--- config.mk ---
export PLATFORM = sky130hd
export DESIGN_NAME = pinwb_scoreboard
export DESIGN_NICKNAME = d
export VERILOG_FILES = /design/src/rtl/pinwb_pkg.sv /design/src/rtl/pinwb_entry.sv /design/src/rtl/pinwb_bcast.sv /design/src/rtl/pinwb_scoreboard.sv
export SDC_FILE = /design/constraint.sdc
export NUM_CORES = 1
export LEC_CHECK = 0
export CAP_MARGIN = 20
export CORE_MARGIN = 2
export CORE_UTILIZATION = 60
export CTS_CLUSTER_DIAMETER = 150
export CTS_CLUSTER_SIZE = 25
export DETAILED_ROUTE_END_ITERATION = 8
export PLACE_DENSITY_LB_ADDON = 0.1
export RECOVER_POWER = 25
export SLEW_MARGIN = 20
export SYNTH_ARGS = -nofsm -noshare
export SYNTH_HDL_FRONTEND = slang
export SYNTH_SLANG_ARGS = --single-unit
--- constraint.sdc ---
create_clock -name clk -period 5.2 [get_ports clk]
set_input_delay 0.78 -clock clk [delete_from_list [all_inputs] [get_ports clk]]
set_output_delay 0.78 -clock clk [all_outputs]
set_load 0.02 [all_outputs]
--- src/rtl/pinwb_pkg.sv ---
package pinwb_pkg;

    // Largest number of extra pinned writes rename may request
    localparam int unsigned PW_MAX_EXTRA = 7;
    localparam int unsigned PW_EXTRA_W   = $clog2(PW_MAX_EXTRA + 1);
    localparam int unsigned PW_CNT_W     = $clog2(PW_MAX_EXTRA + 2);

    typedef logic [PW_CNT_W-1:0]   pw_cnt_t;
    typedef logic [PW_EXTRA_W-1:0] pw_extra_t;

    // State kept for one physical register
    typedef struct packed {
        logic    rdy;
        logic    pin;
        pw_cnt_t cnt;
    } pw_entry_t;

endpackage

--- src/rtl/pinwb_entry.sv ---
module pinwb_entry
    import pinwb_pkg::*;
(
    input  logic      clk,
    input  logic      rst_n,
    input  logic      ld_hit_i,
    input  pw_extra_t ld_extra_i,
    input  logic      clr_hit_i,
    input  logic      wb_hit_i,
    output logic      rdy_o,
    output logic      done_o,
    output logic      pinwr_o
);

    pw_entry_t st_q, st_d;
    logic      done_d, pinwr_d;

    always_comb begin
        st_d    = st_q;
        done_d  = 1'b0;
        pinwr_d = 1'b0;
        if (wb_hit_i) begin
            pinwr_d = st_q.pin;
            if (st_q.cnt <= pw_cnt_t'(1)) begin
                st_d.cnt = '0;
                st_d.rdy = 1'b1;
                st_d.pin = 1'b0;
                done_d   = 1'b1;
            end else begin
                st_d.cnt = st_q.cnt - pw_cnt_t'(1);
            end
        end
        // a new rename mapping overrides the write path
        if (ld_hit_i) begin
            st_d.cnt = pw_cnt_t'(ld_extra_i) + pw_cnt_t'(1);
            st_d.pin = |ld_extra_i;
        end
        // clear wins over set
        if (clr_hit_i) begin
            st_d.rdy = 1'b0;
        end
    end

    always_ff @(posedge clk) begin
        if (!rst_n) begin
            st_q <= '{rdy: 1'b1, pin: 1'b0, cnt: '0};
        end else begin
            st_q <= st_d;
        end
    end

    assign rdy_o   = st_q.rdy;
    assign done_o  = done_d;
    assign pinwr_o = pinwr_d;

    // a pinned entry always has writes outstanding
    p_pin_has_count_r2: assert property (@(posedge clk) disable iff (!rst_n)
        st_q.pin |-> (st_q.cnt != '0));

    // last write leaves the entry ready with nothing outstanding
    p_last_ready_r4: assert property (@(posedge clk) disable iff (!rst_n)
        (wb_hit_i && !ld_hit_i && !clr_hit_i && st_q.cnt == pw_cnt_t'(1))
        |=> (rdy_o && st_q.cnt == '0));

    // a clear always leaves the entry not ready
    p_clear_wins_r7: assert property (@(posedge clk) disable iff (!rst_n)
        clr_hit_i |=> !rdy_o);

endmodule

--- src/rtl/pinwb_bcast.sv ---
module pinwb_bcast #(
    parameter int unsigned IDX_W = 4,
    parameter int unsigned TAG_W = 6
) (
    input  logic             clk,
    input  logic             rst_n,
    input  logic             wb_valid_i,
    input  logic [IDX_W-1:0] wb_idx_i,
    input  logic [TAG_W-1:0] wb_tag_i,
    input  logic             done_i,
    input  logic             pinwr_i,
    output logic             wake_valid_o,
    output logic [IDX_W-1:0] wake_idx_o,
    output logic             cpl_valid_o,
    output logic [TAG_W-1:0] cpl_tag_o,
    output logic             cpl_pinned_o
);

    typedef struct packed {
        logic             wake;
        logic [IDX_W-1:0] widx;
        logic             cpl;
        logic [TAG_W-1:0] tag;
        logic             pin;
    } bc_t;

    bc_t bc_q, bc_d;

    always_comb begin
        bc_d      = '0;
        bc_d.cpl  = wb_valid_i;
        bc_d.wake = wb_valid_i & done_i;
        if (wb_valid_i) begin
            bc_d.tag  = wb_tag_i;
            bc_d.pin  = pinwr_i;
            bc_d.widx = wb_idx_i;
        end
    end

    always_ff @(posedge clk) begin
        if (!rst_n) begin
            bc_q <= '0;
        end else begin
            bc_q <= bc_d;
        end
    end

    assign wake_valid_o = bc_q.wake;
    assign wake_idx_o   = bc_q.widx;
    assign cpl_valid_o  = bc_q.cpl;
    assign cpl_tag_o    = bc_q.tag;
    assign cpl_pinned_o = bc_q.pin;

    // a wakeup pulse only follows a writeback
    p_pulse_follows_wb_r10: assert property (@(posedge clk) disable iff (!rst_n)
        wake_valid_o |-> $past(wb_valid_i));

    // a wakeup is always reported together with a completion
    p_wake_with_cpl_r5: assert property (@(posedge clk) disable iff (!rst_n)
        wake_valid_o |-> cpl_valid_o);

endmodule

--- src/rtl/pinwb_scoreboard.sv ---
module pinwb_scoreboard
    import pinwb_pkg::*;
#(
    parameter int unsigned NPHYS = 16,
    parameter int unsigned TAG_W = 6,
    localparam int unsigned IDX_W = $clog2(NPHYS)
) (
    input  logic                  clk,
    input  logic                  rst_n,
    input  logic                  ld_valid_i,
    input  logic [IDX_W-1:0]      ld_idx_i,
    input  logic [PW_EXTRA_W-1:0] ld_extra_i,
    input  logic                  clr_valid_i,
    input  logic [IDX_W-1:0]      clr_idx_i,
    input  logic                  wb_valid_i,
    input  logic [IDX_W-1:0]      wb_idx_i,
    input  logic [TAG_W-1:0]      wb_tag_i,
    output logic                  wake_valid_o,
    output logic [IDX_W-1:0]      wake_idx_o,
    output logic                  cpl_valid_o,
    output logic [TAG_W-1:0]      cpl_tag_o,
    output logic                  cpl_pinned_o,
    output logic [NPHYS-1:0]      ready_o
);

    logic [NPHYS-1:0] done_vec, pin_vec;

    for (genvar g = 0; g < NPHYS; g++) begin : g_ent
        pinwb_entry u_ent (
            .clk        (clk),
            .rst_n      (rst_n),
            .ld_hit_i   (ld_valid_i  && ld_idx_i  == IDX_W'(g)),
            .ld_extra_i (ld_extra_i),
            .clr_hit_i  (clr_valid_i && clr_idx_i == IDX_W'(g)),
            .wb_hit_i   (wb_valid_i  && wb_idx_i  == IDX_W'(g)),
            .rdy_o      (ready_o[g]),
            .done_o     (done_vec[g]),
            .pinwr_o    (pin_vec[g])
        );
    end

    pinwb_bcast #(.IDX_W(IDX_W), .TAG_W(TAG_W)) u_bcast (
        .clk          (clk),
        .rst_n        (rst_n),
        .wb_valid_i   (wb_valid_i),
        .wb_idx_i     (wb_idx_i),
        .wb_tag_i     (wb_tag_i),
        .done_i       (|done_vec),
        .pinwr_i      (|pin_vec),
        .wake_valid_o (wake_valid_o),
        .wake_idx_o   (wake_idx_o),
        .cpl_valid_o  (cpl_valid_o),
        .cpl_tag_o    (cpl_tag_o),
        .cpl_pinned_o (cpl_pinned_o)
    );

    // at most one entry completes per cycle
    p_single_done_r4: assert property (@(posedge clk) disable iff (!rst_n)
        $onehot0(done_vec));

    // a woken register is ready unless it was cleared alongside
    p_wake_ready_r4: assert property (@(posedge clk) disable iff (!rst_n)
        wake_valid_o |-> (ready_o[wake_idx_o] ||
                          $past(clr_valid_i && clr_idx_i == wake_idx_o)));

endmodule

==> results.txt <==
The flow ran to the end, and the final reports show no timing, DRC or antenna violations. The clock tree synthesis step divided the H-tree into 3 levels. The logs give 15630 um for the wire length reported by the detailed router and 1.843 ns for the worst setup slack before clock tree synthesis. At the later pin of the worst-skew pair, clock insertion delay measures 0.39 ns.

Counting the buffers created by CTS gives 9. The floorplan die width is 104.7 um. After clock tree synthesis, the setup repair step added 0 buffers. The xor and xnor fraction of the mapped netlist area was 0.1438%; the number of hold violations in the final report was 0. The total count of max-transition violations in the final report came out at 0. The synthesized-area fraction occupied by ao, oa, aoi and oai cells came out at 16.48%. The share of cell area taken by muxes after synthesis came out at 3.123%. The setup TNS is 0 ns, and the slew of the pin with the lowest slew margin is 1.073 ns.

In this run, distinct cell masters in the synthesized netlist total 54. The cell type with the highest aggregate area in the netlist was sky130_fd_sc_hd__dfxtp_1. In this run the worst path has a maximum fanout of 18.

Number of synthesized flops with an enable pin: 0. TritonCTS built the clock tree. By area, the combinational part of the netlist is dominated by simple AND/OR/NAND/NOR gates.

I/O pin count: 55. The sequential element share of the synthesized area is 35.83%, and the depth of the worst register-to-register path is 7. Across the routed clock network, the largest skew measured is 0.02416 ns. The endpoint identified for the worst register-to-register timing path is u_bcast.wake_valid_o$_SDFF_PN0_. Measured against its own limit, the worst slew margin works out to 28.41%.

After Yosys synthesis, full adders, half adders and majority gates account for 6.986% of the synthesized area. The startpoint identified for the worst register-to-register timing path is g_ent[4].u_ent.st_q[0]$_SDFFE_PN0P_. Clock-pin slew was measured on the worst setup and hold paths at 0.10 ns.

Entering global routing, the biggest net connects 36 pins. The critical path is of the in -> reg type. Setup repair after global routing left no endpoint under its margin.

The detailed-placement wirelength estimate was 11200 um. The worst hold path terminates at g_ent[13].u_ent.rdy_o$_SDFFE_PN1P_. The fraction of the mapped netlist area in simple logic gates was 30.53%; the minimum setup slack in the final design was 2.240 ns. The routed design could run at a clock period as short as 2.960 ns. Across every metal layer, demand over resource in global routing totals 29.20%. The setup slack on the worst flop-to-flop path came out at 3.36 ns. Yosys attributes the largest share of cell area to sky130_fd_sc_hd__dfxtp_1, sky130_fd_sc_hd__ha_1, sky130_fd_sc_hd__nor2_1. Synthesis produced 759 cells. The cell area that synthesis handed to floorplanning was 6090 um2. Cells with a size suffix above 1 make up 5.619% of the layout. The area enclosed by the die boundary was 10970 um2; the setup violation total in the final timing report was 0. The via count was 5571. The async set-or-reset flop fraction in the synthesized netlist works out to 0%.

Max-cap violations in this run came to 0. Dividing the detail-routed via count by the number of cells gives 6.082. STA classifies the critical path endpoint as a flip-flop. The required time at the worst-slack endpoint is 5.46 ns. After synthesis, the most frequently instantiated cells are sky130_fd_sc_hd__dfxtp_1, sky130_fd_sc_hd__nor2_1, sky130_fd_sc_hd__nand2_1.

The average cell area after synthesis came out at 8.023 um2. The wire length per cell after detailed routing was 17.06 um; the proportion of netlist area held by the largest area contributor was 35.83%. The congestion estimate from routability-driven global placement came to 0.8831. Compared with the post-synthesis result, the final layout area differs by 10.60%. Fill cells in the final layout number 851.

The via count of the first global-routing pass is 5253, and the total overflow reported by the global router is 0. The number of DRC violations after detailed routing is 0, and the number of buffers inserted by port buffering is 54. For this block, the initial DRC count from the detailed router was 324.

The worst hold path depth is 2. The worst hold path begins at g_ent[13].u_ent.rdy_o$_SDFFE_PN1P_. The total design power came out at 0.001562 W. Among all flip-flop cells after synthesis, the most frequent one is sky130_fd_sc_hd__dfxtp_1.

The worst min-delay path class is reg -> reg. The clock drives 109 sinks. For this design the ratio of total power to cell area is 231.9 nW/um2. The first detailed-routing pass took 5 iterations.

Timing would allow up to 337.8 MHz. The initial cell density of the core came out at 62.02%. Data on the critical path arrives at its endpoint at 3.22 ns. CTS placed an instance of sky130_fd_sc_hd__clkbuf_8 at the clock tree root. The count of nets after finishing is 838. Number of instances resized during post-cts repair: 0. The overall die height was 104.7 um. The floorplan has 36 rows.

The static leakage was 2.454 nW; the initial antenna violation count was 0. The tools report the wire length of the first global-routing pass as 25920 um. The share of the clock period used by the worst path was 56.93%; the maximum VDD drop was 166.1 uV.

The number of nets in the synthesized netlist is 819. The number of inserted diodes is 0, and the number of warnings reported in the yosys synthesis log is 0. The tools report the startpoint type of the worst setup path as a primary input. sky130_fd_sc_hd__dfxtp_1 is the most common cell in the netlist. The hold buffer count at CTS was 0; the count of antenna-violating nets left after detailed routing was 0. The longest clock path from root to sink contains 2 buffers. The post-synthesis sequential element count works out to 109. The core region is 9819 um2.
-- metrics by stage --
step	cells	util [%]	area, um2	hold WS (ns)
after floorplan	759	-	6090	0.4429
after global placement	900	66.77	6556	0.4605
after detailed placement	900	66.77	6556	0.4697
after CTS	916	68.57	6733	0.4944
after global routing	916	68.59	6735	0.5214
final	916	68.59	6735	0.4868
-- how the worst max path moves through the flow --
stage / from / to / cells after the start
floorplan: ld_extra_i[0] / g_ent[15].u_ent.st_q[4]$_SDFFE_PN0P_ / 8
global placement: ld_extra_i[0] / g_ent[13].u_ent.st_q[4]$_SDFFE_PN0P_ / 6
detailed placement: ld_extra_i[0] / g_ent[13].u_ent.st_q[4]$_SDFFE_PN0P_ / 6
CTS: ld_extra_i[0] / g_ent[5].u_ent.st_q[4]$_SDFFE_PN0P_ / 6
global route: wb_valid_i / g_ent[2].u_ent.st_q[3]$_SDFFE_PN0P_ / 6
finish: wb_valid_i / g_ent[2].u_ent.st_q[3]$_SDFFE_PN0P_ / 6
-- cell families (layout without fill, tap and decap cells) --
group           after synthesis  in the layout
fa+ha+maj                    34             34
compound gates              140            140
simple gates                368            368
buf+inv                      88            112
xor+xnor                      1              1
flops                       109            109
mux                          19             19
-- metal layers --
layer / vias to the layer above / global-route usage [%] / share of wire [%]
met5: - / 0 / 0
met4: 0 / 14.00 / 3.6
met2: 166 / 46.61 / 47
met3: 41 / 5.614 / 5.0
met1: 2643 / 37.91 / 45
li1: 2721 / - / -
-- layout make-up --
type / instances / area [um2] / area share [%]
Clock buffer: 12 / 145.1 / 2.155
Clock inverter: 4 / 31.28 / 0.4644
Inverter: 38 / 142.6 / 2.118
Multi-Input combinational cell: 562 / 3497 / 51.92
Sequential cell: 109 / 2182 / 32.40
Tap cell: 133 / 166.4 / 2.471
Timing Repair Buffer: 58 / 570.5 / 8.471
-- sequential cells by signal, indices dropped and copies added, names as in the netlist --
signal and count:
u_bcast.cpl_tag_o 6, u_bcast.wake_idx_o 4, g_ent.u_ent.st_q 80, u_bcast.cpl_valid_o 1, u_bcast.wake_valid_o 1, g_ent.u_ent.rdy_o 16, u_bcast.cpl_pinned_o 1
-- where the power goes --
| part | total (W) | switching, W | internal [W] | leakage (nW) |
|---|---|---|---|---|
| registers | 0.000872 | 0.0000167 | 0.000856 | 0.884 |
| clock network | 0.000482 | 0.000291 | 0.000191 | 0.0909 |
| logic | 0.000207 | 0.000130 | 0.0000767 | 1.48 |
-- critical path, cell delays in order --
cell and delay [ns]:
sky130_fd_sc_hd__dlygate4sd3_1 0.85, sky130_fd_sc_hd__nor3b_4 0.64, sky130_fd_sc_hd__nand2_1 0.25, sky130_fd_sc_hd__or4_1 0.46, sky130_fd_sc_hd__mux2i_1 0.16, sky130_fd_sc_hd__a21oi_1 0.07
-- layout by cell type (no fill, tap or decap), types with 3 or more instances in the layout --
cell type and count:
sky130_fd_sc_hd__dfxtp_1 109, sky130_fd_sc_hd__nor2_1 107, sky130_fd_sc_hd__nand2_1 84, sky130_fd_sc_hd__nor3_1 55, sky130_fd_sc_hd__a211oi_1 47, sky130_fd_sc_hd__inv_1 37
sky130_fd_sc_hd__ha_1 34, sky130_fd_sc_hd__clkdlybuf4s50_1 30, sky130_fd_sc_hd__a21oi_1 29, sky130_fd_sc_hd__nand3_1 28, sky130_fd_sc_hd__dlygate4sd3_1 24, sky130_fd_sc_hd__mux2i_1 19
sky130_fd_sc_hd__o22a_1 16, sky130_fd_sc_hd__nor2b_1 15, sky130_fd_sc_hd__and2_1 13, sky130_fd_sc_hd__and3_1 12, sky130_fd_sc_hd__o22ai_1 12, sky130_fd_sc_hd__nor4_2 11
sky130_fd_sc_hd__o21ai_0 10, sky130_fd_sc_hd__clkbuf_8 10, sky130_fd_sc_hd__a311oi_1 9, sky130_fd_sc_hd__nor4_1 7, sky130_fd_sc_hd__nand4b_1 4, sky130_fd_sc_hd__or3_1 4
sky130_fd_sc_hd__o32ai_1 4, sky130_fd_sc_hd__buf_4 4, sky130_fd_sc_hd__and3b_1 3, sky130_fd_sc_hd__and3_2 3, sky130_fd_sc_hd__nand2_2 3, sky130_fd_sc_hd__nand3b_1 3
sky130_fd_sc_hd__nand2b_1 3, sky130_fd_sc_hd__a32oi_1 3
No activity file was read; power rests on OpenSTA's default activity.
